==> src/rtl/boot_pkg.sv <==
package boot_pkg;
  typedef enum logic [1:0] {
    SEL_ROM,
    SEL_BYTE,
    SEL_SERIAL,
    SEL_BAD
  } boot_sel_t;

  function automatic boot_sel_t decode_mode(input logic [2:0] code);
    boot_sel_t s;
    case (code)
      3'b000:                 s = SEL_ROM;
      3'b001:                 s = SEL_BYTE;
      3'b101, 3'b110, 3'b111: s = SEL_SERIAL;
      default:                s = SEL_BAD;
    endcase
    return s;
  endfunction
endpackage

==> src/rtl/boot_mode_latch.sv <==
module boot_mode_latch
  import boot_pkg::*;
#(
  parameter int MODE_W = 3
) (
  input  logic              clk,
  input  logic              rst,
  input  logic [MODE_W-1:0] pins,
  output boot_sel_t         sel
);
  logic [MODE_W-1:0] code_q;

  // capture only while reset is held; frozen afterwards
  always_ff @(posedge clk) begin
    if (rst) code_q <= pins;
  end

  assign sel = decode_mode(code_q);
endmodule

==> src/rtl/ext_byte_fetch.sv <==
module ext_byte_fetch #(
  parameter int          ADDR_W  = 18,
  parameter int          WAIT_ST = 31,
  parameter logic [23:0] BASE    = 24'hD00000
) (
  input  logic              clk,
  input  logic              rst,
  input  logic              go,
  input  logic [7:0]        ext_data,
  output logic [ADDR_W-1:0] ext_addr,
  output logic              ext_rd,
  output logic [7:0]        byte_q,
  output logic              byte_vld
);
  localparam int CNT_W = $clog2(WAIT_ST + 1) + 1;
  localparam logic [CNT_W-1:0]  LAST = CNT_W'(WAIT_ST);
  localparam logic [ADDR_W-1:0] FOLD = BASE[ADDR_W-1:0];

  logic [CNT_W-1:0] cnt;

  always_ff @(posedge clk) begin
    if (rst) begin
      ext_rd   <= 1'b0;
      ext_addr <= FOLD;
      cnt      <= '0;
      byte_q   <= '0;
      byte_vld <= 1'b0;
    end else begin
      byte_vld <= 1'b0;
      if (ext_rd) begin
        if (cnt == LAST) begin
          byte_q   <= ext_data;
          byte_vld <= 1'b1;
          ext_rd   <= 1'b0;
          ext_addr <= ext_addr + 1'b1;
        end else begin
          cnt <= cnt + 1'b1;
        end
      end else if (go && !byte_vld) begin
        ext_rd <= 1'b1;
        cnt    <= '0;
      end
    end
  end
endmodule

==> src/rtl/word_packer.sv <==
module word_packer #(
  parameter int WORD_W = 24
) (
  input  logic              clk,
  input  logic              rst,
  input  logic              byte_vld,
  input  logic [7:0]        byte_in,
  output logic              word_vld,
  output logic [WORD_W-1:0] word
);
  localparam int NBYTES = WORD_W / 8;
  localparam int IDX_W  = $clog2(NBYTES);
  localparam logic [IDX_W-1:0] LAST = IDX_W'(NBYTES - 1);

  logic [IDX_W-1:0]    idx;
  logic [WORD_W-9:0]   low_q;

  always_ff @(posedge clk) begin
    if (rst) begin
      idx   <= '0;
      low_q <= '0;
    end else if (byte_vld) begin
      idx   <= (idx == LAST) ? '0 : idx + 1'b1;
      low_q <= {byte_in, low_q[WORD_W-9:8]};
    end
  end

  // the newest byte is the most significant one
  assign word_vld = byte_vld && (idx == LAST);
  assign word     = {byte_in, low_q};
endmodule

==> src/rtl/byte_boot_ctrl.sv <==
module byte_boot_ctrl
  import boot_pkg::*;
#(
  parameter int          EXT_AW   = 18,
  parameter int          WORD_W   = 24,
  parameter int          WAIT_ST  = 31,
  parameter logic [23:0] ROM_BASE = 24'hFF0000,
  parameter logic [23:0] EXT_BASE = 24'hD00000
) (
  input  logic              clk,
  input  logic              rst,
  input  logic [2:0]        mode_pins,
  input  logic [7:0]        ext_data,
  output logic [EXT_AW-1:0] ext_addr,
  output logic              ext_rd,
  output logic              pram_we,
  output logic [WORD_W-1:0] pram_addr,
  output logic [WORD_W-1:0] pram_wdata,
  output logic              busy,
  output logic              done,
  output logic [WORD_W-1:0] start_addr,
  output logic              rom_start,
  output logic              serial_start,
  output logic              mode_invalid
);
  typedef enum logic [1:0] {ST_DECIDE, ST_LOAD, ST_HALT} st_t;
  typedef enum logic [1:0] {PH_CNT, PH_ADDR, PH_DATA} ph_t;

  st_t         st;
  ph_t         ph;
  boot_sel_t   sel;
  logic        go, byte_vld, word_vld;
  logic [7:0]  byte_q;
  logic [WORD_W-1:0] word, remain, wr_ptr, ld_addr;

  boot_mode_latch #(.MODE_W(3)) u_mode (
    .clk(clk), .rst(rst), .pins(mode_pins), .sel(sel)
  );

  ext_byte_fetch #(.ADDR_W(EXT_AW), .WAIT_ST(WAIT_ST), .BASE(EXT_BASE)) u_fetch (
    .clk(clk), .rst(rst), .go(go), .ext_data(ext_data),
    .ext_addr(ext_addr), .ext_rd(ext_rd), .byte_q(byte_q), .byte_vld(byte_vld)
  );

  word_packer #(.WORD_W(WORD_W)) u_pack (
    .clk(clk), .rst(rst), .byte_vld(byte_vld), .byte_in(byte_q),
    .word_vld(word_vld), .word(word)
  );

  assign go = (st == ST_LOAD);

  always_ff @(posedge clk) begin
    if (rst) begin
      st           <= ST_DECIDE;
      ph           <= PH_CNT;
      busy         <= 1'b0;
      done         <= 1'b0;
      rom_start    <= 1'b0;
      serial_start <= 1'b0;
      mode_invalid <= 1'b0;
      start_addr   <= '0;
      pram_we      <= 1'b0;
      pram_addr    <= '0;
      pram_wdata   <= '0;
      remain       <= '0;
      wr_ptr       <= '0;
      ld_addr      <= '0;
    end else begin
      done    <= 1'b0;
      pram_we <= 1'b0;
      case (st)
        ST_DECIDE: begin
          case (sel)
            SEL_BYTE: begin
              busy <= 1'b1;
              st   <= ST_LOAD;
            end
            SEL_ROM: begin
              rom_start  <= 1'b1;
              start_addr <= ROM_BASE[WORD_W-1:0];
              st         <= ST_HALT;
            end
            SEL_SERIAL: begin
              serial_start <= 1'b1;
              st           <= ST_HALT;
            end
            default: begin
              mode_invalid <= 1'b1;
              st           <= ST_HALT;
            end
          endcase
        end
        ST_LOAD: begin
          if (word_vld) begin
            case (ph)
              PH_CNT: begin
                remain <= word;
                ph     <= PH_ADDR;
              end
              PH_ADDR: begin
                ld_addr <= word;
                wr_ptr  <= word;
                if (remain == '0) begin
                  busy       <= 1'b0;
                  done       <= 1'b1;
                  start_addr <= word;
                  st         <= ST_HALT;
                end else begin
                  ph <= PH_DATA;
                end
              end
              default: begin
                pram_we    <= 1'b1;
                pram_addr  <= wr_ptr;
                pram_wdata <= word;
                wr_ptr     <= wr_ptr + 1'b1;
                remain     <= remain - 1'b1;
                if (remain == WORD_W'(1)) begin
                  busy       <= 1'b0;
                  done       <= 1'b1;
                  start_addr <= ld_addr;
                  st         <= ST_HALT;
                end
              end
            endcase
          end
        end
        default: ;
      endcase
    end
  end
endmodule

==> config.mk <==
export PLATFORM = sky130hd
export DESIGN_NAME = byte_boot_ctrl
export DESIGN_NICKNAME = d
export VERILOG_FILES = /design/src/rtl/boot_pkg.sv /design/src/rtl/boot_mode_latch.sv /design/src/rtl/ext_byte_fetch.sv /design/src/rtl/word_packer.sv /design/src/rtl/byte_boot_ctrl.sv
export SDC_FILE = /design/constraint.sdc
export NUM_CORES = 1
export LEC_CHECK = 0
export ABC_AREA = 1
export BUFFER_PORTS_ARGS = -buffer_cell sky130_fd_sc_hd__buf_2
export CELL_PAD_IN_SITES_DETAIL_PLACEMENT = 1
export CELL_PAD_IN_SITES_GLOBAL_PLACEMENT = 2
export CORE_MARGIN = 10
export CORE_UTILIZATION = 33
export CTS_CLUSTER_DIAMETER = 80
export DETAILED_ROUTE_END_ITERATION = 10
export PLACE_DENSITY = 0.88
export SYNTH_ARGS = -nofsm -noshare
export SYNTH_HDL_FRONTEND = slang
export SYNTH_SLANG_ARGS = --single-unit
==> constraint.sdc <==
create_clock -name clk -period 1.7 [get_ports clk]
set_input_delay 0.34 -clock clk [delete_from_list [all_inputs] [get_ports clk]]
set_output_delay 0.34 -clock clk [all_outputs]
set_load 0.02 [all_outputs]
==> impl_results.md <==
- Status: finished, violations left
- Failing checks: negative setup slack
- Synth cell types: between 40 and 50
- Fmax: between 500 and 600 MHz
- Final Skew: 0.0168 ns
- Vias: about 9900
- Crit Path Class: reg2reg
- Clock Path Buffers: 3
- Slew HR: 56.4%
- Cell area after layout: approximately 13000 sq um
- Final Hold Vio Count: 0
- Arr. time, crit path: 2.22 ns
- Worst setup SP type: register
- Clock Latency Late Sink: 0.54 ns
- Worst VDD drop: 713 uV
- RePlAce Congestion: about 0.88
- Drt pass-1 iters: 5
- Final Max Tran Viols: 0
- Die height: 190 um
- CP Capture Type: register
- Initial DRC count: about 500
- Worst reg2reg path startpoint: remain[1]
- CP endpoint: start_addr[20]
- Sinks on Clock Net: ~210
- Hold Path Depth: 3
- Area added between synthesis and finish: 34.3%
- Min Hold Slack: 0.0890 ns
- Data required time of the worst path: between 2 and 2.5 ns
- R2R Path End: start_addr[20]
- FP Rows: between 60 and 70
- Fin cells: around 1900
- Hold Crit Start: ext_data[2]
- Final worst slack: -0.0913 ns
- Synth Area per Inst: about 7.3 sq um
- Synthesis warning total: 0
- Synthesized instance count: between 1000 and 1500
- Asr flop ratio synth: 0%
- Max_cap viols: 0
- Critical Path Fanout Max: 7
- Antenna violations before repair: 2
- Via/cell ratio: 5.14
- I/O Pins: 110
- First-pass GRT wire length: ~54000 um
- Reg2Reg Setup Slack: -0.09 ns
- Most common cell after layout, fill and taps aside: dfxtp_1
- HP Class: in2reg
- CTS H-tree depth: 1
- Fin crit share: 105%
- Register bit count reported by yosys: between 200 and 250
- Placed cells: 1846
- FF-to-FF path depth: 12
- Main synth FF type: dfxtp_1
- Crit path from: remain[1]
- Vias in the first global route: 9929
- Share of post-route cells with drive strength above 1: a little over a quarter
- # nets final: between 1500 and 2000
- Root Buffer: clkbuf_16
- Final setup TNS: -1.10 ns
- Largest net degree at the start of global routing: between 60 and 70
- Sequential share of the synthesized area: 44.3%
- CTS tree: yes
- Num CTS Buffers: 25
- # fillers: about 3500
- Clock slew at reported path FFs: 0.06 ns
- Detailed Place HPWL: ~25000 um
- WL final: about 35000 um
- Fin crit period: between 1.5 and 2 ns
- EDFF count, synth: 3
- Routed Antenna Nets: 0
- Syn nets: approximately 1300
- Commonest cells after routing, fill and taps aside: dfxtp_1, nor2_1, nand2_1, a21oi_1, o21ai_0
- GRT Overall Usage: around 18%
- Die area: about 36000 sq um
- Port Buffers: ~110
- Placeable Area: 28500 sq um
- Post-synthesis instance area: between 9000 and 10000 sq um
- Power per Cell Area: between 900 and 1000 nW/um^2
- Die width: roughly 190 um
- Leakage: about 5.4 nW
- RSZ-0062 raised after global routing: true
- Total gr overflow: 0
- DR WL/cell: approximately 18 um
- Final setup fails: 19
- Slew @ Worst Pin: between 0.6 and 0.7 ns
- Place WS: -0.0584 ns
- Cell Area, Placed: around 11000 sq um
- Initial Util: 33.3%
- Post-route DRC violation count: 0
[per-stage QoR]
stage / power, mW / util (%)
2_1_floorplan: 5.83 / -
3_3_place_gp: 6.19 / 39.2
3_5_place_dp: 6.21 / 39.2
4_1_cts: 11.6 / 42.5
5_1_grt: 12.0 / 44.7
6_report: 11.6 / 44.7
[sequential cells by signal (all words and copies together) (netlist names)]
register and cells:
rom_start 1, u_fetch.ext_addr 18, remain 24, pram_addr 24, u_fetch.ext_rd 1, ph 2, wr_ptr 24, mode_invalid 1
u_fetch.byte_vld 1, ld_addr 24, pram_we 1, u_fetch.cnt 6, u_pack.low_q 16, start_addr 24, u_fetch.byte_q 8, done 1
serial_start 1, u_mode.code_q 3, st 2, busy 1, pram_wdata 24, u_pack.idx 2
[critical path, stage by stage, from the launching register on]
cell	delay, ns
dfxtp_1	0.31
inv_2	0.10
ha_4	0.14
nand2_1	0.08
nor2_2	0.16
nand3_2	0.11
nand3_4	0.11
nand3_4	0.10
nor2_8	0.21
clkbuf_16	0.20
nand2_2	0.05
nand2_1	0.05
nor2_1	0.05
[layer usage]
| metal | track usage (%) | part of all wire [%] |
|---|---|---|
| met1 | 22.6 | 43 |
| met4 | 4.06 | 2.4 |
| met2 | 31.2 | 49 |
| met3 | 3.73 | 5.6 |
| met5 | 0 | 0 |
[how the worst min path moves through the flow]
| stage | to |
|---|---|
| after CTS | u_fetch.byte_q[2] |
| after global placement | rom_start |
| after global routing | u_fetch.byte_q[0] |
| after floorplan | ld_addr[9] |
| final | u_fetch.byte_q[2] |
| after detailed placement | rom_start |
[cells in the mapped netlist, types with 3 or more instances]
master	n	share of area, %
buf_4	4	0.32
dfxtp_1	206	43
nand4_1	14	0.92
buf_6	7	0.83
inv_2	8	0.32
a211oi_1	38	3.0
o22ai_1	5	0.33
nor3_1	22	1.2
nand2_2	4	0.26
o21ai_0	129	6.8
nand2_1	191	7.5
edfxtp_1	3	0.95
a22oi_1	12	0.95
xor2_1	11	1.0
nor2_2	10	0.66
nand3_2	4	0.42
nor2_1	206	8.1
clkbuf_1	32	1.3
nor4_1	3	0.20
buf_2	23	1.2
ha_1	6	0.79
nand3_1	43	2.3
a21oi_1	147	7.7
nor2_4	5	0.59
a31oi_1	7	0.46
o21bai_1	6	0.47
xnor2_1	6	0.55
o21ai_1	19	1.0
inv_1	107	4.2
buf_1	7	0.28
[power breakdown]
part           switching [mW]  internal (mW)  leakage (nW)
clock                    2.25           3.09         0.388
combinational           0.686          0.439          3.30
sequential             0.0627           5.03          1.70
[cell families (layout without fill, tap and decap cells)]
kind of cell | Yosys count | in the layout | synth area share, %
other | 0 | 2 | 0
AOI/OAI and AO/OA | 372 | 372 | 21.5
buffers and inverters | 189 | 414 | 8.48
and+or+nand+nor | 513 | 513 | 23.3
xor gates and xnor gates | 17 | 17 | 1.57
DFF | 209 | 209 | 44.3
adders and majority gates | 6 | 6 | 0.790
[area by class of cell]
cell class | instances | area [sq um] | area share, %
diodes | 2 | 5.00 | 0.0392
clock buffers | 29 | 661 | 5.18
clock inverters | 16 | 149 | 1.17
inverters | 116 | 453 | 3.55
multi-input cells | 908 | 4860 | 38.1
flip-flops and latches | 209 | 4240 | 33.2
well taps | 384 | 480 | 3.76
repair buffers | 252 | 1910 | 15.0
repair inverters | 1 | 7.51 | 0.0588
[what timing repair did]
| action | CTS | global route |
|---|---|---|
| setup buffers | 0 | 13 |
| pin swaps | 2 | 33 |
| setup endpoints to repair | 25 | 145 |
| endpoints found under the hold margin | 3 | 0 |
| hold buffers | 3 | 0 |
| gates cloned | 2 | 6 |
| gates resized for setup | 25 | 112 |
Power figures use the tool's default switching activity.
